**src/rtl/r4b_pkg.sv**
```systemverilog
package r4b_pkg;

    localparam int OP_W    = 8;
    localparam int PROD_W  = 2 * OP_W;
    localparam int EXT_W   = OP_W + 2;           // widened multiplier
    localparam int NGRP    = EXT_W / 2;          // recoding windows
    localparam int MC_W    = OP_W + 1;           // widened multiplicand
    localparam int LEAVES  = 2 ** $clog2(NGRP);  // adder tree leaves

    typedef enum logic {
        MODE_UNSIGNED = 1'b0,
        MODE_SIGNED   = 1'b1
    } op_mode_e;

    // one recoded digit: sign plus one-hot magnitude
    typedef struct packed {
        logic neg;
        logic one;
        logic two;
    } booth_dig_t;

    function automatic booth_dig_t recode_window(input logic [2:0] w);
        booth_dig_t d;
        d = '0;
        unique case (w)
            3'b001, 3'b010: d.one = 1'b1;
            3'b011:         d.two = 1'b1;
            3'b100: begin d.neg = 1'b1; d.two = 1'b1; end
            3'b101, 3'b110: begin d.neg = 1'b1; d.one = 1'b1; end
            default:        d = '0;
        endcase
        return d;
    endfunction

    function automatic logic [MC_W-1:0] widen_mcand(input logic [OP_W-1:0] v,
                                                     input op_mode_e m);
        return (m == MODE_SIGNED) ? {v[OP_W-1], v} : {1'b0, v};
    endfunction

    function automatic logic [EXT_W-1:0] widen_mplier(input logic [OP_W-1:0] v,
                                                       input op_mode_e m);
        return (m == MODE_SIGNED) ? {{(EXT_W-OP_W){v[OP_W-1]}}, v}
                                  : {{(EXT_W-OP_W){1'b0}}, v};
    endfunction

endpackage

```
**src/rtl/r4b_recoder.sv**
```systemverilog
module r4b_recoder
    import r4b_pkg::*;
(
    input  logic [EXT_W-1:0] mext,
    output booth_dig_t       digs [NGRP]
);
    localparam int PAD_W = EXT_W + 1;

    // constant zero placed below bit 0 for the first window
    logic [PAD_W-1:0] padded;
    assign padded = {mext, 1'b0};

    for (genvar g = 0; g < NGRP; g++) begin : g_win
        assign digs[g] = recode_window(padded[2*g+2 : 2*g]);
    end
endmodule

```
**src/rtl/r4b_ppgen.sv**
```systemverilog
module r4b_ppgen
    import r4b_pkg::*;
#(
    parameter int IDX = 0
) (
    input  logic [MC_W-1:0]   mc_ext,
    input  booth_dig_t        dig,
    output logic [PROD_W-1:0] pp
);
    localparam int SHIFT = 2 * IDX;

    logic [PROD_W-1:0] m_full;
    logic [PROD_W-1:0] mag;
    logic [PROD_W-1:0] signed_mag;

    assign m_full = {{(PROD_W-MC_W){mc_ext[MC_W-1]}}, mc_ext};

    always_comb begin
        mag = '0;
        if (dig.one)      mag = m_full;
        else if (dig.two) mag = m_full << 1;
        signed_mag = dig.neg ? (~mag + 1'b1) : mag;
    end

    assign pp = signed_mag << SHIFT;
endmodule

```
**src/rtl/r4b_sum.sv**
```systemverilog
module r4b_sum
    import r4b_pkg::*;
(
    input  logic [PROD_W-1:0] pps [NGRP],
    output logic [PROD_W-1:0] total
);
    // heap-indexed tree: node 1 is the root, leaves sit at LEAVES..2*LEAVES-1
    logic [PROD_W-1:0] node [1:2*LEAVES-1];

    for (genvar l = 0; l < LEAVES; l++) begin : g_leaf
        if (l < NGRP) begin : g_used
            assign node[LEAVES+l] = pps[l];
        end else begin : g_pad
            assign node[LEAVES+l] = '0;
        end
    end

    for (genvar k = 1; k < LEAVES; k++) begin : g_add
        assign node[k] = node[2*k] + node[2*k+1];
    end

    assign total = node[1];
endmodule

```
**src/rtl/r4b_mult_top.sv**
```systemverilog
module r4b_mult_top
    import r4b_pkg::*;
(
    input  logic                clk,
    input  logic                rst,
    input  logic                in_valid,
    input  logic                signed_mode,
    input  logic [OP_W-1:0]     mcand,
    input  logic [OP_W-1:0]     mplier,
    output logic [PROD_W-1:0]   product,
    output logic                out_valid
);
    op_mode_e          mode;
    logic [EXT_W-1:0]  mext;
    logic [MC_W-1:0]   mcext;
    booth_dig_t        digs [NGRP];
    logic [PROD_W-1:0] pps  [NGRP];
    logic [PROD_W-1:0] sum_w;

    assign mode  = op_mode_e'(signed_mode);
    assign mext  = widen_mplier(mplier, mode);
    assign mcext = widen_mcand(mcand, mode);

    r4b_recoder u_rec (
        .mext (mext),
        .digs (digs)
    );

    for (genvar i = 0; i < NGRP; i++) begin : g_pp
        r4b_ppgen #(.IDX(i)) u_pp (
            .mc_ext (mcext),
            .dig    (digs[i]),
            .pp     (pps[i])
        );
    end

    r4b_sum u_sum (
        .pps   (pps),
        .total (sum_w)
    );

    always_ff @(posedge clk) begin
        if (rst) begin
            product   <= '0;
            out_valid <= 1'b0;
        end else begin
            out_valid <= in_valid;
            if (in_valid) product <= sum_w;
        end
    end


    top_window_idle_chk: assert property (@(posedge clk) disable iff (rst)
        signed_mode |-> (digs[NGRP-1] == '0));


    signed_exact_chk: assert property (@(posedge clk) disable iff (rst)
        (in_valid && signed_mode) |=>
        product == $past(PROD_W'({{OP_W{mcand[OP_W-1]}}, mcand} *
                                 {{OP_W{mplier[OP_W-1]}}, mplier})));


    unsigned_exact_chk: assert property (@(posedge clk) disable iff (rst)
        (in_valid && !signed_mode) |=>
        product == $past(PROD_W'({{OP_W{1'b0}}, mcand} * {{OP_W{1'b0}}, mplier})));


    strobe_rise_chk: assert property (@(posedge clk) disable iff (rst)
        in_valid |=> out_valid);


    strobe_low_chk: assert property (@(posedge clk) disable iff (rst)
        !in_valid |=> !out_valid);


    product_hold_chk: assert property (@(posedge clk) disable iff (rst)
        !in_valid |=> $stable(product));


    reset_clear_chk: assert property (@(posedge clk)
        rst |=> (product == '0 && !out_valid));
endmodule

```
**config.mk**
```make
export PLATFORM = sky130hd
export DESIGN_NAME = r4b_mult_top
export DESIGN_NICKNAME = d
export VERILOG_FILES = /design/src/rtl/r4b_pkg.sv /design/src/rtl/r4b_recoder.sv /design/src/rtl/r4b_ppgen.sv /design/src/rtl/r4b_sum.sv /design/src/rtl/r4b_mult_top.sv
export SDC_FILE = /design/constraint.sdc
export NUM_CORES = 1
export LEC_CHECK = 0
export ABC_AREA = 1
export BUFFER_PORTS_ARGS = -buffer_cell sky130_fd_sc_hd__buf_2
export CAP_MARGIN = 20
export CORE_MARGIN = 4
export CORE_UTILIZATION = 40
export CTS_CLUSTER_DIAMETER = 200
export DETAILED_ROUTE_END_ITERATION = 7
export PLACE_DENSITY = 0.69
export REMOVE_ABC_BUFFERS = 1
export SLEW_MARGIN = 30
export SYNTH_ARGS = -nofsm -noshare
export SYNTH_HDL_FRONTEND = slang
export SYNTH_SLANG_ARGS = --single-unit
export TNS_END_PERCENT = 100
```
**constraint.sdc**
```tcl
create_clock -name clk -period 4.55 [get_ports clk]
set_input_delay 0.455 -clock clk [delete_from_list [all_inputs] [get_ports clk]]
set_output_delay 0.455 -clock clk [all_outputs]
set_load 0.01 [all_outputs]
```
==> flow_summary.yaml <==
routing:
  wl_um: 11800
  antenna_left: 0
  first_pass_iters: 5
  dr_total_vias: 4189
  viasPerCell: 5.00
  drc: 0
  wl_per_cell_um: 14.1
  drtIter0Drc: 246
layout:
  nets: 803
  final_common_cell: "buf_4"
  drive_gt1_share_pct: 40.6
  layout_common_cells: "133 x buf_4, 104 x nand2_1, 100 x inv_1, 58 x nor2_1, 31 x buf_2"
  fillCellCount: 715
  area_growth_pct: 55.4
  ff_latch_area_um2: 340
  multi_input_area_mm2: 0.00319
  antenna_cells: 0
floorplan:
  initial_core_util_pct: 41.8
  core_mm2: 0.00838
  dieWidth_um: 102
  pin_count: 37
  die_area_mm2: 0.0103
  rows: 33
  die_h_um: 102
setup_path:
  path_max_fanout: 6
  start_kind: "primary input"
  cp_data_required_time_ns: 4.70
  crit_path_end_kind: "flip-flop"
  critPathKind: "in -> reg"
  worst_ep_arrival_time_ns: 4.70
clocking:
  cts_root_buf: "clkbuf_8"
  cts_tree: "built"
  clock_latency_ns: 0.26
  cts_buffers: 3
  cts_buffer_depth: 2
  cts_sinks: 17
  clk_pin_slew_worst_paths_ns: 0.07
  h-tree-depth: 1
status:
  status: "finished clean"
logic_synthesis:
  yosysTopAreaCellShare_pct: 16.0
  synth-main-ff-cell: "dfxtp_1"
  yosys.cell_types.count: 37
  synth_cells: 560
  syn_area_per_cell_um2: 6.26
  async_flop_share_pct: 0
  synth_area_mm2: 0.00350
  synth_area_leaders: "fa_1 16%, nand2_1 13%, inv_1 12%, dfxtp_1 9.7%, ha_1 7.9%"
  yosysSeqAreaShare_pct: 9.71
  yosysWarnings: 0
  ys_ff_latch: 17
  synth_edf_count: 0
  yosys.area.top_type: "fa_1"
global_route:
  grt_first_pass_wirelength_um: 18800
  grt_max_degree: 22
  grt_antenna_before_repair: 0
  gr-total-overflow: 0
  grt_pass1_vias: 4264
  grtUsageTotal_pct: 22.4
placement:
  hpwlAfterDp_um: 9090
  port_buffers: 36
  place_ws_ns: -0.603
  place_congestion: 0.975
power:
  total_power_mw: 3.18
  ir_drop_mv: 0.389
  p_per_area_mw_per_mm2: 584
  p_leak_nw: 2.91
timing:
  setup_violations: 0
  period_share_pct: 100
  max_freq_mhz: 220
  final.min_clock_period_ns: 4.55
  fin_skew_ns: 0
  drv_slew: 0
  layout_setup_ws_ns: 0.00186
  holdWs_ns: 0.490
  slew_headroom_pct: 62.4
  worst_slew_pin_slew_ns: 0.562
  grt_setup_unrepaired: "yes"
  finalHoldViolations: 0
min_path:
  min_path_type: "reg -> reg"
run:
  drv_cap: 0
kinds of logic after synthesis:
group	after synthesis	synth area share [%]
and+or+nand+nor	253	30.5
buffers and inverters	125	13.7
AOI/OAI and AO/OA	77	12.8
adders and majority gates	50	23.9
xor gates and xnor gates	38	9.50
DFF	17	9.71
worst paths after layout:
check	startpoint	to	slack (ns)	cells after the start
setup / recovery	mplier[1]	product[15]	0.002	27
hold / removal	product[14]	product[14]	0.49	2
setup reg to reg	product[13]	product[13]	3.88	4
hold reg to reg	product[14]	product[14]	0.49	2
what timing repair did:
item                       4_1_cts  5_1_grt
hold buffers                     0        0
gates resized for setup         60       85
setup endpoints to repair        5        7
pin swaps                       44       75
cloned                           0        0
setup buffers                    7        9
power by group:
part	switching (mW)	leakage, nW	internal [mW]
logic	1.44	2.74	1.40
clock network	0.0578	0.0228	0.0625
registers	0.0178	0.141	0.193
through the flow:
| stage | area, µm² | util [%] | std cells | TNS, ns |
|---|---|---|---|---|
| 2_1_floorplan | 3470 | - | 554 | -0.232 |
| 3_3_place_gp | 4730 | 56.4 | 819 | -1.96 |
| 3_5_place_dp | 4730 | 56.4 | 819 | -2.80 |
| 4_1_cts | 5050 | 60.3 | 829 | -0.0542 |
| 5_1_grt | 5450 | 65.0 | 837 | -0.619 |
| 6_report | 5450 | 65.0 | 837 | 0 |
flip-flops by register name, summed over array words and instances (netlist names):
register   cells
product       16
out_valid      1
Yosys cell counts, types with 5 or more instances:
cell	instances
a21oi_1	20
clkbuf_1	5
dfxtp_1	17
fa_1	28
ha_1	22
inv_1	114
nand2_1	124
nand2_2	8
nand3_1	34
nor2_1	72
o21ai_0	28
o22ai_1	11
xnor2_1	15
xor2_1	23
final cells by class:
cell class | instances | share of cell area (%)
Clock buffer | 4 | 0.827
Inverter | 119 | 8.48
Multi-Input combinational cell | 418 | 58.5
Tap cell | 105 | 2.41
Sequential cell | 17 | 6.25
Timing Repair Buffer | 174 | 23.5
layer usage:
layer / up-vias / routed length (µm) / GRT usage (%) / part of all wire (%)
met1: 1920 / 4670 / 26.7 / 40
met4: 0 / 439 / 9.10 / 3.7
met5: - / 0 / 0 / 0
met3: 41 / 588 / 1.93 / 5.0
met2: 148 / 6070 / 41.1 / 52
li1: 2080 / - / - / -
worst max-delay path: stages:
cell	delay, ns
buf_12	0.11
buf_6	0.11
nand2_4	0.06
buf_6	0.11
o22ai_1	0.08
nor2_1	0.21
buf_4	0.17
nand4_1	0.18
nand2_2	0.17
nand2_2	0.08
fa_1	0.54
inv_1	0.06
fa_1	0.46
fa_1	0.54
inv_2	0.05
ha_4	0.27
inv_4	0.04
nor4_4	0.29
nand3b_1	0.14
nand3_2	0.11
nand3_2	0.08
nand2_2	0.08
nand2_1	0.07
nand2_1	0.06
nand2_1	0.04
nand2_1	0.06
a21oi_2	0.05
No activity file was read; power rests on OpenSTA's default activity.
